### src/rtl/dma_ch_pkg.sv
package dma_ch_pkg;
  typedef enum logic [2:0] {
    SEL_SH_BEG   = 3'd0,
    SEL_SH_ADDR  = 3'd1,
    SEL_WSTEP    = 3'd2,
    SEL_WRSTEP   = 3'd3,
    SEL_WRLEN    = 3'd4,
    SEL_CTRL     = 3'd5
  } reg_sel_e;

  localparam int CTRL_IRQ_EN_BIT = 0;
  localparam int CTRL_FREE_BIT   = 1;
  localparam int CTRL_CLR_BIT    = 2;
endpackage

### src/rtl/dma_ch_regs.sv
module dma_ch_regs
  import dma_ch_pkg::*;
#(
  parameter int AW = 32,
  parameter int CW = 16
) (
  input  logic          clk_i,
  input  logic          rst_ni,
  input  logic          we_i,
  input  logic [2:0]    sel_i,
  input  logic [AW-1:0] wdata_i,
  output logic [AW-1:0] sh_beg_o,
  output logic [AW-1:0] sh_addr_o,
  output logic [AW-1:0] word_step_o,
  output logic [AW-1:0] wrap_step_o,
  output logic [CW-1:0] wrap_len_o,
  output logic          irq_en_o,
  output logic          free_run_o,
  output logic          ovf_clr_o
);
  logic [AW-1:0] sh_beg_q, sh_addr_q, wstep_q, wrstep_q;
  logic [CW-1:0] wrlen_q;
  logic          irq_en_q, free_q;
  logic          hit_ctrl;

  assign hit_ctrl = we_i && (sel_i == SEL_CTRL);

  always_ff @(posedge clk_i or negedge rst_ni) begin
    if (!rst_ni) begin
      sh_beg_q  <= '0;
      sh_addr_q <= '0;
      wstep_q   <= '0;
      wrstep_q  <= '0;
      wrlen_q   <= '0;
      irq_en_q  <= 1'b0;
      free_q    <= 1'b0;
    end else if (we_i) begin
      unique case (sel_i)
        SEL_SH_BEG:  sh_beg_q  <= wdata_i;
        SEL_SH_ADDR: sh_addr_q <= wdata_i;
        SEL_WSTEP:   wstep_q   <= wdata_i;
        SEL_WRSTEP:  wrstep_q  <= wdata_i;
        SEL_WRLEN:   wrlen_q   <= wdata_i[CW-1:0];
        SEL_CTRL: begin
          irq_en_q <= wdata_i[CTRL_IRQ_EN_BIT];
          free_q   <= wdata_i[CTRL_FREE_BIT];
        end
        default: ;
      endcase
    end
  end

  assign sh_beg_o    = sh_beg_q;
  assign sh_addr_o   = sh_addr_q;
  assign word_step_o = wstep_q;
  assign wrap_step_o = wrstep_q;
  assign wrap_len_o  = wrlen_q;
  assign irq_en_o    = irq_en_q;
  assign free_run_o  = free_q;
  assign ovf_clr_o   = hit_ctrl && wdata_i[CTRL_CLR_BIT];
endmodule

### src/rtl/dma_ch_addr.sv
module dma_ch_addr #(
  parameter int AW = 32,
  parameter int CW = 16
) (
  input  logic          clk_i,
  input  logic          rst_ni,
  input  logic          hold_i,
  input  logic          start_i,
  input  logic          sync_err_i,
  input  logic          word_i,
  input  logic [AW-1:0] sh_beg_i,
  input  logic [AW-1:0] sh_addr_i,
  input  logic [AW-1:0] word_step_i,
  input  logic [AW-1:0] wrap_step_i,
  input  logic [CW-1:0] wrap_len_i,
  output logic [AW-1:0] beg_o,
  output logic [AW-1:0] addr_o
);
  logic [AW-1:0] beg_q, addr_q, beg_wrap;
  logic [CW-1:0] cnt_q;
  logic          wrap_now;

  // two's complement add covers negative steps
  assign beg_wrap = beg_q + wrap_step_i;
  assign wrap_now = (cnt_q == '0);

  always_ff @(posedge clk_i or negedge rst_ni) begin
    if (!rst_ni) begin
      beg_q  <= '0;
      addr_q <= '0;
      cnt_q  <= '0;
    end else if (!hold_i) begin
      if (start_i) begin
        beg_q  <= sh_beg_i;
        addr_q <= sh_addr_i;
        cnt_q  <= wrap_len_i;
      end else if (sync_err_i) begin
        addr_q <= beg_q;
        cnt_q  <= wrap_len_i;
      end else if (word_i) begin
        if (wrap_now) begin
          beg_q  <= beg_wrap;
          addr_q <= beg_wrap;
          cnt_q  <= wrap_len_i;
        end else begin
          addr_q <= addr_q + word_step_i;
          cnt_q  <= cnt_q - 1'b1;
        end
      end
    end
  end

  assign beg_o  = beg_q;
  assign addr_o = addr_q;
endmodule

### src/rtl/dma_ch_trig.sv
module dma_ch_trig (
  input  logic clk_i,
  input  logic rst_ni,
  input  logic trig_i,
  input  logic burst_i,
  input  logic clr_i,
  input  logic irq_en_i,
  output logic pend_o,
  output logic ovf_o,
  output logic irq_o
);
  logic pend_q, ovf_q, irq_q, lost;

  // dropped trigger: still pending and not consumed this cycle
  assign lost = trig_i && pend_q && !burst_i;

  always_ff @(posedge clk_i or negedge rst_ni) begin
    if (!rst_ni) begin
      pend_q <= 1'b0;
      ovf_q  <= 1'b0;
      irq_q  <= 1'b0;
    end else begin
      if (trig_i)       pend_q <= 1'b1;
      else if (burst_i) pend_q <= 1'b0;
      if (lost)         ovf_q <= 1'b1;
      else if (clr_i)   ovf_q <= 1'b0;
      irq_q <= lost && irq_en_i;
    end
  end

  assign pend_o = pend_q;
  assign ovf_o  = ovf_q;
  assign irq_o  = irq_q;
endmodule

### src/rtl/dma_ch_ctrl.sv
module dma_ch_ctrl #(
  parameter int AW = 32,
  parameter int CW = 16
) (
  input  logic          clk_i,
  input  logic          rst_ni,
  input  logic          reg_we_i,
  input  logic [2:0]    reg_sel_i,
  input  logic [AW-1:0] reg_wdata_i,
  input  logic          trig_i,
  input  logic          burst_start_i,
  input  logic          xfer_start_i,
  input  logic          word_done_i,
  input  logic          sync_err_i,
  input  logic          ch1_hi_trig_i,
  input  logic          halt_cmd_i,
  input  logic          dbg_halt_i,
  output logic [AW-1:0] addr_o,
  output logic [AW-1:0] beg_addr_o,
  output logic          pend_o,
  output logic          ovf_o,
  output logic          irq_o,
  output logic          halted_o
);
  logic [AW-1:0] sh_beg, sh_addr, word_step, wrap_step;
  logic [CW-1:0] wrap_len;
  logic          irq_en, free_run, ovf_clr;

  dma_ch_regs #(.AW(AW), .CW(CW)) u_regs (
    .clk_i       (clk_i),
    .rst_ni      (rst_ni),
    .we_i        (reg_we_i),
    .sel_i       (reg_sel_i),
    .wdata_i     (reg_wdata_i),
    .sh_beg_o    (sh_beg),
    .sh_addr_o   (sh_addr),
    .word_step_o (word_step),
    .wrap_step_o (wrap_step),
    .wrap_len_o  (wrap_len),
    .irq_en_o    (irq_en),
    .free_run_o  (free_run),
    .ovf_clr_o   (ovf_clr)
  );

  assign halted_o = ch1_hi_trig_i || halt_cmd_i || (dbg_halt_i && !free_run);

  dma_ch_addr #(.AW(AW), .CW(CW)) u_addr (
    .clk_i       (clk_i),
    .rst_ni      (rst_ni),
    .hold_i      (halted_o),
    .start_i     (xfer_start_i),
    .sync_err_i  (sync_err_i),
    .word_i      (word_done_i),
    .sh_beg_i    (sh_beg),
    .sh_addr_i   (sh_addr),
    .word_step_i (word_step),
    .wrap_step_i (wrap_step),
    .wrap_len_i  (wrap_len),
    .beg_o       (beg_addr_o),
    .addr_o      (addr_o)
  );

  dma_ch_trig u_trig (
    .clk_i    (clk_i),
    .rst_ni   (rst_ni),
    .trig_i   (trig_i),
    .burst_i  (burst_start_i),
    .clr_i    (ovf_clr),
    .irq_en_i (irq_en),
    .pend_o   (pend_o),
    .ovf_o    (ovf_o),
    .irq_o    (irq_o)
  );
endmodule

### config.mk
export PLATFORM = sky130hd
export DESIGN_NAME = dma_ch_ctrl
export DESIGN_NICKNAME = d
export VERILOG_FILES = /design/src/rtl/dma_ch_pkg.sv /design/src/rtl/dma_ch_regs.sv /design/src/rtl/dma_ch_addr.sv /design/src/rtl/dma_ch_trig.sv /design/src/rtl/dma_ch_ctrl.sv
export SDC_FILE = /design/constraint.sdc
export NUM_CORES = 1
export LEC_CHECK = 0
export ABC_AREA = 1
export BUFFER_PORTS_ARGS = -buffer_cell sky130_fd_sc_hd__buf_2
export CELL_PAD_IN_SITES_DETAIL_PLACEMENT = 2
export CELL_PAD_IN_SITES_GLOBAL_PLACEMENT = 2
export CORE_ASPECT_RATIO = 0.7
export CORE_MARGIN = 4
export CORE_UTILIZATION = 31
export DETAILED_ROUTE_END_ITERATION = 10
export PLACE_DENSITY_LB_ADDON = 0.12
export SETUP_SLACK_MARGIN = 0.1
export SYNTH_ARGS = -nofsm -noshare
export SYNTH_HDL_FRONTEND = slang
export SYNTH_SLANG_ARGS = --single-unit
### constraint.sdc
create_clock -name clk_i -period 2.25 [get_ports clk_i]
set_input_delay 0.45 -clock clk_i [delete_from_list [all_inputs] [get_ports clk_i]]
set_output_delay 0.45 -clock clk_i [all_outputs]
set_load 0.005 [all_outputs]
==> run summary, run 1 <==
M2 GR Usage: 49.07%
Vias in the first global route: 18476
Syn_area_per_cell: 7.006 um^2
Chip Height: 189.6 um
CP Data Required Time: 2.73 ns
P&R area growth vs syn: 54.59%
Drt pass-1 iters: 5
R2r setup slk: -0.35 ns
Max Cap Viol: 0
Hold wc startpoint: trig_i
Final WS setup: -0.3453 ns
Clock Path Buffers: 3
Mapped Nets: 2196
Commonest cells in the netlist: 693 x nand2_1, 246 x inv_1, 229 x dfrtp_1
Hpwl dp: 55440 um
Seq cells post-synth: 229
H-tree depth: 1
Initial antenna violation count: 7
Initial DRC Count: 1460
Share of cells above drive strength 1: 41.54%
Hold endpoint: u_trig.pend_o
Layout fillers: 5056
Most frequent cell after synthesis: nand2_1
Final max-slew violation count: 0
Number of synthesized flops with an enable pin: 0
Minimum clock period: 2.595 ns
Power Dens Cells: 1343 nW/um^2
Routed WL per cell: 30.24 um
Post-synth cell types: 53
Top cells by area, synth: dfrtp_1 39%, nand2_1 18%, o21ai_0 7.5%, inv_1 6.3%, ha_1 5.5%
Startpoint types: flop
Met3 usage: 5.805%
Hold WS: 0.07949 ns
Post-synth top area share: 39.25%
Unrepaired setup endpoints after global routing: true
Grt total ovfl: 0
Leakage power: 11.05 nW
Skew-Pair Late Insertion Delay: 0.60 ns
DR DRC count: 0
CTS buffer count: 28
Clock sink count: 229
Peak supply drop: 0.5814 mV
Die Width: 267.4 um
Arrival time worst endpoint: 3.07 ns
Pre-CTS setup slack: -0.3712 ns
DIE AREA: 50690 um^2
Top Ports: 114
Main synth FF type: dfrtp_1
Final worst path period share: 115.3%
Violated checks: setup timing
Detailed-route via count: 17722
Cell Area, Synth: 14600 um^2
Worst Hold Depth: 2
Reg-to-Reg End: u_addr.addr_o[22]
Worst slew pin tran: 0.8295 ns
Ys async rst share: 100.0%
PortBufs: 113
Outcome: finished with violations
Largest area contributor in the netlist: dfrtp_1
Worst R2R Start: u_regs.wrap_step_o[12]
TritonCTS clock tree: built
Clock transition at path regs: 0.07 ns
Post-DR vias/cell: 5.667
Setup CP Type: reg2reg
Std cell rows: 66
Initial Util: 31.40%
Post-route antenna net violation count: 0
Worst hold path class: in2reg
Fin nets: 2603
First-pass GRT wire length: 119400 um
Seq/Total Area, Yosys: 39.25%
Met1 capacity usage during global routing: 45.02%
Routability Congestion: 0.8845
R2R cell count: 15
Synth Instances: 2084
Crit path max fanout: 3
Final Hold Viols: 0
Worst Skew: 0.02149 ns
Crit end category: flop
Setup violators final: 43
Root buf cell: clkbuf_16
Largest net degree at the start of global routing: 65
Placeable Area: 46490 um^2
Total GRT Usage: 31.19%
YS warnings: 0
Relative slew margins: 44.70%
Fmax: 385.3 MHz
Routed WL: 94550 um
Busiest grt layer: met2
layout make-up:
type | instances | area [um^2] | area share [%]
diodes | 2 | 5.005 | 0.02217
flip-flops and latches | 229 | 5747 | 25.46
multi-input cells | 1533 | 10600 | 46.95
inverters | 256 | 998.5 | 4.424
repair buffers | 443 | 3442 | 15.25
clock inverters | 15 | 250.2 | 1.109
clock buffers | 37 | 764.5 | 3.387
well taps | 612 | 765.7 | 3.393
metrics by stage:
step / utilization (%) / power (mW) / std cells / setup TNS, ns / area (um^2)
4_1_cts: 44.39 / 25.69 / 3076 / -0.09799 / 20640
3_5_place_dp: 38.04 / 17.66 / 2998 / -6.991 / 17680
6_report: 48.55 / 30.31 / 3127 / -6.330 / 22570
5_1_grt: 48.54 / 31.39 / 3125 / -8.613 / 22570
2_1_floorplan: - / 11.36 / 2084 / 0 / 14600
3_3_place_gp: 38.04 / 17.09 / 2998 / -3.935 / 17680
worst max path at each step:
stage,startpoint,end
floorplan,u_addr.beg_o[0],u_addr.addr_o[26]
global placement,u_addr.addr_o[0],u_addr.addr_o[6]
detailed placement,u_addr.addr_o[0],u_addr.addr_o[6]
CTS,u_regs.word_step_o[0],u_addr.addr_o[6]
global route,u_regs.wrap_step_o[14],u_addr.addr_o[19]
finish,u_regs.wrap_step_o[12],u_addr.addr_o[22]
power by group:
group / internal (mW) / switching, mW / total [mW]
registers: 5.13 / 1.15 / 6.29
logic: 7.67 / 11.0 / 18.7
clock network: 3.09 / 2.24 / 5.33
total: 15.9 / 14.4 / 30.3
worst max-delay path: stages, from the launching register on:
cell	delay, ns
dfrtp_1	0.47
ha_4	0.38
buf_4	0.16
nand2_4	0.09
nor2_4	0.14
nand2_1	0.11
nor2_1	0.21
nand2_2	0.14
nand3_1	0.13
nand2_1	0.10
nand3_1	0.08
nand2_1	0.06
nand2_1	0.06
nand3_1	0.12
nand2_1	0.14
nand2_1	0.06
layout by cell type (no fill, tap or decap), types with 37 or more instances in the layout:
cell type	netlist	layout
nand2_1	693	506
buf_4	1	270
dfrtp_1	229	216
inv_1	246	210
o21ai_0	218	186
nand2_2	3	132
nor2_1	171	113
buf_2	12	112
nand2_4	0	55
a21oi_1	107	55
ha_4	0	52
nand3_1	107	47
nand3_2	2	44
buf_6	6	39
nor2_4	5	38
o21ai_1	22	37
logic make-up after synthesis:
| logic type | after synthesis | synth area share, % |
|---|---|---|
| AOI/OAI and AO/OA | 407 | 15.02 |
| adders and majority gates | 66 | 5.759 |
| DFF | 229 | 39.25 |
| xor gates and xnor gates | 34 | 2.040 |
| and+or+nand+nor | 1026 | 28.84 |
| buffers and inverters | 322 | 9.092 |
layer usage:
metal  vias to the layer above  share of wire [%]
li1                       7479                  -
met1                      9257                 43
met2                       735                 46
met3                       243                7.5
met4                         8                3.6
met5                         -              0.065
registers in the layout (all words and copies together) (netlist names):
register	flops
u_regs.wrap_step_o	32
u_regs.wrap_len_o	16
u_regs.sh_beg_o	32
u_trig.pend_o	1
u_trig.irq_o	1
u_trig.ovf_o	1
u_addr.cnt_q	16
u_addr.beg_o	32
u_regs.free_run_o	1
u_addr.addr_o	32
u_regs.sh_addr_o	32
u_regs.irq_en_o	1
u_regs.word_step_o	32
what timing repair did:
| item | in CTS | in global routing |
|---|---|---|
| pin swaps | 109 | 148 |
| buffers inserted | 25 | 53 |
| hold buffers | 1 | 0 |
| hold endpoints to repair | 45 | 0 |
| gates resized for setup | 385 | 386 |
| gates cloned | 0 | 1 |
| setup endpoints to repair | 60 | 75 |
Power figures use the tool's default switching activity.
==> run 2, diff against run 1 <==
--- a/config.mk
+++ b/config.mk
@@ -9,7 +9,7 @@
 export BUFFER_PORTS_ARGS = -buffer_cell sky130_fd_sc_hd__buf_2
 export CELL_PAD_IN_SITES_DETAIL_PLACEMENT = 2
 export CELL_PAD_IN_SITES_GLOBAL_PLACEMENT = 2
-export CORE_ASPECT_RATIO = 0.7
+export CORE_ASPECT_RATIO = 1.2
 export CORE_MARGIN = 4
 export CORE_UTILIZATION = 31
 export DETAILED_ROUTE_END_ITERATION = 10
==> constraint.sdc (replaced) <==
create_clock -name clk_i -period 2.25 [get_ports clk_i]
set_input_delay 0.1125 -clock clk_i [delete_from_list [all_inputs] [get_ports clk_i]]
set_output_delay 0.1125 -clock clk_i [all_outputs]
set_load 0.005 [all_outputs]
==> run 2 against run 1 <==
Compared with the run above:
- the run still ends with setup timing left
- hold slack got worse by 0.035 ns
- count of clock-buffer cells in the layout rose by 4
- routed wire length fell by 0.11%
- final area fell by 1.6%
==> run summary, run 2 (synthesis results as in run 1) <==
Combinational Power Share: 60.0%
Root buf cell: clkbuf_16
Clock transition at path regs: 0.07 ns
Largest net degree at the start of global routing: 69
Initial Util: 31.55%
Vias in the first global route: 19155
Worst Skew: 0.02855 ns
Peak supply drop: 0.7166 mV
CTS buffer count: 29
PortBufs: 113
CP max stage delay: 0.44 ns
Top Ports: 114
Routed WL per cell: 29.85 um
Routability Congestion: 0.8995
Pwr Total: 28.75 mW
Crit path max fanout: 3
WP buf/inv: 3
Crit end category: flop
Post-route antenna net violation count: 0
Share of cells above drive strength 1: 37.60%
Outcome: finished with violations
Minimum clock period: 2.530 ns
Worst R2R Start: u_addr.beg_o[14]
Fin nets: 2638
Most common cell on crit path: nand2_1
Final Hold Viols: 0
H-tree depth: 1
Critical path's slowest cell: dfrtp_1
Hold endpoint: u_regs.wrap_step_o[19]
R2R cell count: 16
Final WS setup: -0.2800 ns
CP Data Required Time: 2.73 ns
Total GRT Usage: 30.49%
Worst slew pin tran: 0.8016 ns
Post-DR vias/cell: 5.594
DR DRC count: 0
Detailed-route via count: 17698
Std cell rows: 86
Worst hold path class: in2reg
Final max-slew violation count: 0
DIE AREA: 50650 um^2
TritonCTS clock tree: built
Grt total ovfl: 0
Hold WS: 0.04410 ns
Fmax: 395.3 MHz
Clock Path Buffers: 3
Leakage power: 11.03 nW
Clock share of power: 18.0%
Drt pass-1 iters: 5
P&R area growth vs syn: 52.14%
Unrepaired setup endpoints after global routing: true
Setup CP Type: reg2reg
Violated checks: setup timing
Die Width: 206.1 um
Cell Area, Placed: 17670 um^2
Arrival time worst endpoint: 3.01 ns
Clock sink count: 229
First-pass GRT wire length: 117900 um
Worst Hold Depth: 3
Final worst path period share: 112.4%
Placeable Area: 46270 um^2
Setup TNS: -5.778 ns
Worst path cell trace: ha_4 > nand2_1 > nand2_1 > buf_4 > a21oi_2 > nand2_2 > inv_2 > nand2_2 > xor2_2 > buf_4 > nand2_2 > nand2_1 > nand2_1 > nand2_2 > nand2_1 > nand2_1
Setup violators final: 46
Seq pwr share: 22.0%
Chip Height: 245.7 um
Family with the most delay on the worst path: simple AND/OR/NAND/NOR gates
Layout fillers: 5161
Commonest non-fill, non-tap cell in the layout: nand2_1
Skew-Pair Late Insertion Delay: 0.61 ns
Post-route cell area: 22210 um^2
Reg-to-Reg End: u_addr.addr_o[17]
Startpoint types: flop
Max Cap Viol: 0
Psw: 13.48 mW
Most frequent cells in the layout: 558 x nand2_1, 294 x buf_4, 219 x inv_1
Routed WL: 94440 um
Internal power: 15.27 mW
Initial DRC Count: 986
R2r setup slk: -0.28 ns
Initial antenna violation count: 1
Power Dens Cells: 1294 nW/um^2
Hold wc startpoint: reg_wdata_i[19]
Antenna cells: 0
Relative slew margins: 46.56%
Sw frac: 46.89%
Hpwl dp: 52810 um
run 2: changes by cell type in the layout (fill, tap and decap cells not counted), moves of 21 or more:
cell	delta
buf_4	+24
buf_6	-21
dlygate4sd3_1	+29
nand2_1	+52
nand2_2	-35
run 2: area by class of cell:
| class | count | area, um^2 | area share (%) |
|---|---|---|---|
| clock inverters | 12 | 138.9 | 0.6252 |
| inverters | 256 | 1017 | 4.580 |
| multi-input cells | 1533 | 9962 | 44.85 |
| well taps | 616 | 770.7 | 3.470 |
| clock buffers | 41 | 860.8 | 3.875 |
| repair buffers | 475 | 3691 | 16.62 |
| repair inverters | 2 | 27.53 | 0.1239 |
| flip-flops and latches | 229 | 5744 | 25.86 |
run 2: what timing repair did:
item	in CTS	in global routing
gates cloned	0	6
endpoints found under the setup margin	71	74
resized for setup	328	290
endpoints found under the hold margin	197	0
hold buffers	30	0
setup buffers	30	43
pin swaps	79	91
run 2: worst max-delay path by stage:
stage,to,cells past startpoint,from
CTS,u_addr.addr_o[19],17,u_regs.wrap_step_o[13]
floorplan,u_addr.addr_o[26],16,u_addr.beg_o[0]
global route,u_addr.addr_o[17],17,u_regs.word_step_o[2]
global placement,u_addr.addr_o[8],11,u_addr.beg_o[0]
detailed placement,u_addr.addr_o[8],11,u_addr.beg_o[0]
finish,u_addr.addr_o[17],16,u_addr.beg_o[14]
run 2: layer usage:
layer  up-vias  GRT usage [%]  wire, um
met5         -              0         0
met2       704          56.53     47470
met4         0          19.69      9275
met1      9066          32.46     33530
met3       353          3.166      4161
li1       7575              -         -
run 2: metrics by stage:
step | setup slack [ns] | util [%] | instances
after global routing | -0.3432 | 48.01 | 3164
after detailed placement | -0.3558 | 38.20 | 3005
after floorplan | 0.1040 | - | 2084
after global placement | -0.2573 | 38.20 | 3005
final | -0.2800 | 48.01 | 3164
after CTS | 0.03819 | 44.78 | 3118
run 2: worst min-delay path: cells and delay by family:
| family | cells | cell delay, ns |
|---|---|---|
| buffers and inverters | 2 | 0.27 |
| AOI/OAI and AO/OA | 1 | 0.21 |
run 2: power groups by stage:
| stage | sequential, mW | combinational, mW | clock, mW |
|---|---|---|---|
| global placement | 5.85 | 11.2 | 0 |
| floorplan | 5.84 | 5.52 | 0 |
| finish | 6.33 | 17.2 | 5.17 |
| global route | 6.39 | 18.1 | 5.39 |
| detailed placement | 5.92 | 11.6 | 0 |
| CTS | 6.09 | 13.8 | 5.11 |
==> run 3, diff against run 2 <==
--- a/config.mk
+++ b/config.mk
@@ -7,11 +7,10 @@
 export LEC_CHECK = 0
 export ABC_AREA = 1
 export BUFFER_PORTS_ARGS = -buffer_cell sky130_fd_sc_hd__buf_2
-export CELL_PAD_IN_SITES_DETAIL_PLACEMENT = 2
-export CELL_PAD_IN_SITES_GLOBAL_PLACEMENT = 2
 export CORE_ASPECT_RATIO = 1.2
 export CORE_MARGIN = 4
-export CORE_UTILIZATION = 31
+export CORE_UTILIZATION = 49
+export CTS_BUF_LIST = sky130_fd_sc_hd__clkbuf_4
 export DETAILED_ROUTE_END_ITERATION = 10
 export PLACE_DENSITY_LB_ADDON = 0.12
 export SETUP_SLACK_MARGIN = 0.1
==> run 3 against run 2 <==
Compared with the run above:
- the run still ends with setup timing left
- final area down 10%
- sequential share of layout area up 2.8 points
- via count down 11%
- count of clock-buffer cells in the layout up 50
- power down 22%
==> run summary, run 3 (synthesis results as in run 1) <==
Top Ports: 114
R2r setup slk: -0.02 ns
Drt pass-1 iters: 5
Clock sink count: 229
Crit path depth: 13
DR DRC count: 0
Post-DR vias/cell: 5.416
Arrival time worst endpoint: 2.87 ns
Die Width: 165.6 um
R2R cell count: 13
Routability Congestion: 0.9869
H-tree depth: 3
Largest net degree at the start of global routing: 65
Pwr Total: 22.51 mW
Fin nets: 2578
Std cell rows: 68
Seq pwr share: 26.9%
Initial Util: 50.18%
Pre-CTS setup slack: -0.09839 ns
Routed WL per cell: 18.03 um
CP Data Required Time: 2.85 ns
Most common cell on crit path: nand2_1
Final WS setup: -0.01902 ns
Worst setup path end: u_addr.addr_o[19]
Layout fillers: 2494
Combinational Power Share: 54.8%
Worst hold path class: in2reg
WP buf/inv: 2
Detailed-route via count: 15679
Fin util: 68.61%
Worst slew pin tran: 0.7063 ns
Family with the most delay on the worst path: simple AND/OR/NAND/NOR gates
Initial DRC Count: 1215
Skew-Pair Late Insertion Delay: 0.76 ns
Share of cells above drive strength 1: 28.95%
Total GRT Usage: 31.43%
Fmax: 440.7 MHz
Worst path cell trace: ha_4 > nand2_4 > nor2_2 > nand3_2 > nand3b_1 > inv_1 > o211ai_1 > nand3_1 > o21ai_1 > buf_4 > nand2_2 > nand2_1 > nand2_1
Setup violators final: 4
Most frequent cells in the layout: 612 x nand2_1, 234 x inv_1, 228 x dfrtp_1
Reg-to-Reg End: u_addr.addr_o[19]
Critical Path Source: u_regs.wrap_step_o[6]
Initial antenna violation count: 3
Vias in the first global route: 15254
Clock transition at path regs: 0.07 ns
Relative slew margins: 52.91%
Root buf cell: clkbuf_4
Worst Hold Depth: 5
Clock share of power: 18.3%
Psw: 9.648 mW
PortBufs: 113
Clock Path Buffers: 3
Max Cap Viol: 0
Outcome: finished with violations
Crit path max fanout: 3
Power Dens Cells: 1128 nW/um^2
First-pass GRT wire length: 80430 um
Minimum clock period: 2.269 ns
DIE AREA: 32630 um^2
Setup CP Type: reg2reg
Final worst path period share: 100.8%
Crit end category: flop
Leakage power: 10.23 nW
Routed WL: 52200 um
Internal power: 12.87 mW
Unrepaired setup endpoints after global routing: true
CP max stage delay: 0.42 ns
Final Hold Viols: 0
CTS buffer count: 66
Startpoint types: flop
Critical path's slowest cell: dfrtp_1
Chip Height: 197.1 um
Grt total ovfl: 0
Worst Skew: 0.07146 ns
Violated checks: setup timing
P&R area growth vs syn: 36.75%
Commonest non-fill, non-tap cell in the layout: nand2_1
Peak supply drop: 0.6635 mV
Worst R2R Start: u_regs.wrap_step_o[6]
Post-route antenna net violation count: 0
Sw frac: 42.85%
TritonCTS clock tree: built
Hpwl dp: 36910 um
Final max-slew violation count: 0
Placeable Area: 29100 um^2
run 3: what timing repair did:
item                                    4_1_cts  5_1_grt
buffers inserted                             10       19
gates resized for setup                     120      203
pin swaps                                    30       65
endpoints found under the setup margin       47       70
hold endpoints to repair                    396        0
hold buffers                                 54        0
run 3: power groups by stage:
| stage | sequential [mW] | combinational [mW] | clock, mW |
|---|---|---|---|
| CTS | 5.96 | 10.8 | 4.19 |
| detailed placement | 5.87 | 9.78 | 0 |
| global placement | 5.85 | 9.68 | 0 |
| floorplan | 5.84 | 5.52 | 0 |
| global route | 6.17 | 13.5 | 4.43 |
| finish | 6.06 | 12.3 | 4.12 |
run 3: how the worst min path moves through the flow:
stage	startpoint	to	slack [ns]
floorplan	rst_ni	u_addr.addr_o[0]	-0.18
global placement	rst_ni	u_addr.cnt_q[5]	0.13
detailed placement	rst_ni	u_addr.cnt_q[5]	0.12
CTS	dbg_halt_i	u_addr.beg_o[1]	0.08
global route	burst_start_i	u_trig.irq_o	0.22
finish	burst_start_i	u_trig.irq_o	0.21
run 3: tightest hold or removal path, delay by kind of cell:
| kind | cells | cell delay [ns] |
|---|---|---|
| buffers and inverters | 2 | 0.63 |
| AND/OR/NAND/NOR | 3 | 0.15 |
run 3: area by class of cell:
class | instances | area (um^2) | share of cell area [%]
Antenna cell | 2 | 5.005 | 0.02507
Clock buffer | 91 | 683.2 | 3.422
Clock inverter | 19 | 163.9 | 0.8210
Inverter | 256 | 972.2 | 4.869
Multi-Input combinational cell | 1533 | 9069 | 45.42
Sequential cell | 229 | 5732 | 28.71
Tap cell | 385 | 481.7 | 2.413
Timing Repair Buffer | 380 | 2859 | 14.32
run 3: layer usage:
metal	global-route usage [%]	part of all wire, %	vias up
li1	-	-	7474
met1	43.19	42	7406
met3	6.137	7.6	139
met2	50.26	47	660
met5	0	0	-
met4	10.09	3.3	0
run 3: metrics by stage:
step | cell area (um^2) | std cells | hold WS (ns) | setup TNS [ns]
after CTS | 18960 | 2875 | 0.08273 | 0
after floorplan | 14600 | 2084 | -0.1831 | 0
after global routing | 19970 | 2895 | 0.2246 | -1.301
final | 19970 | 2895 | 0.2141 | -0.03138
after detailed placement | 16800 | 2701 | 0.1220 | -1.428
after global placement | 16800 | 2701 | 0.1283 | -0.4221
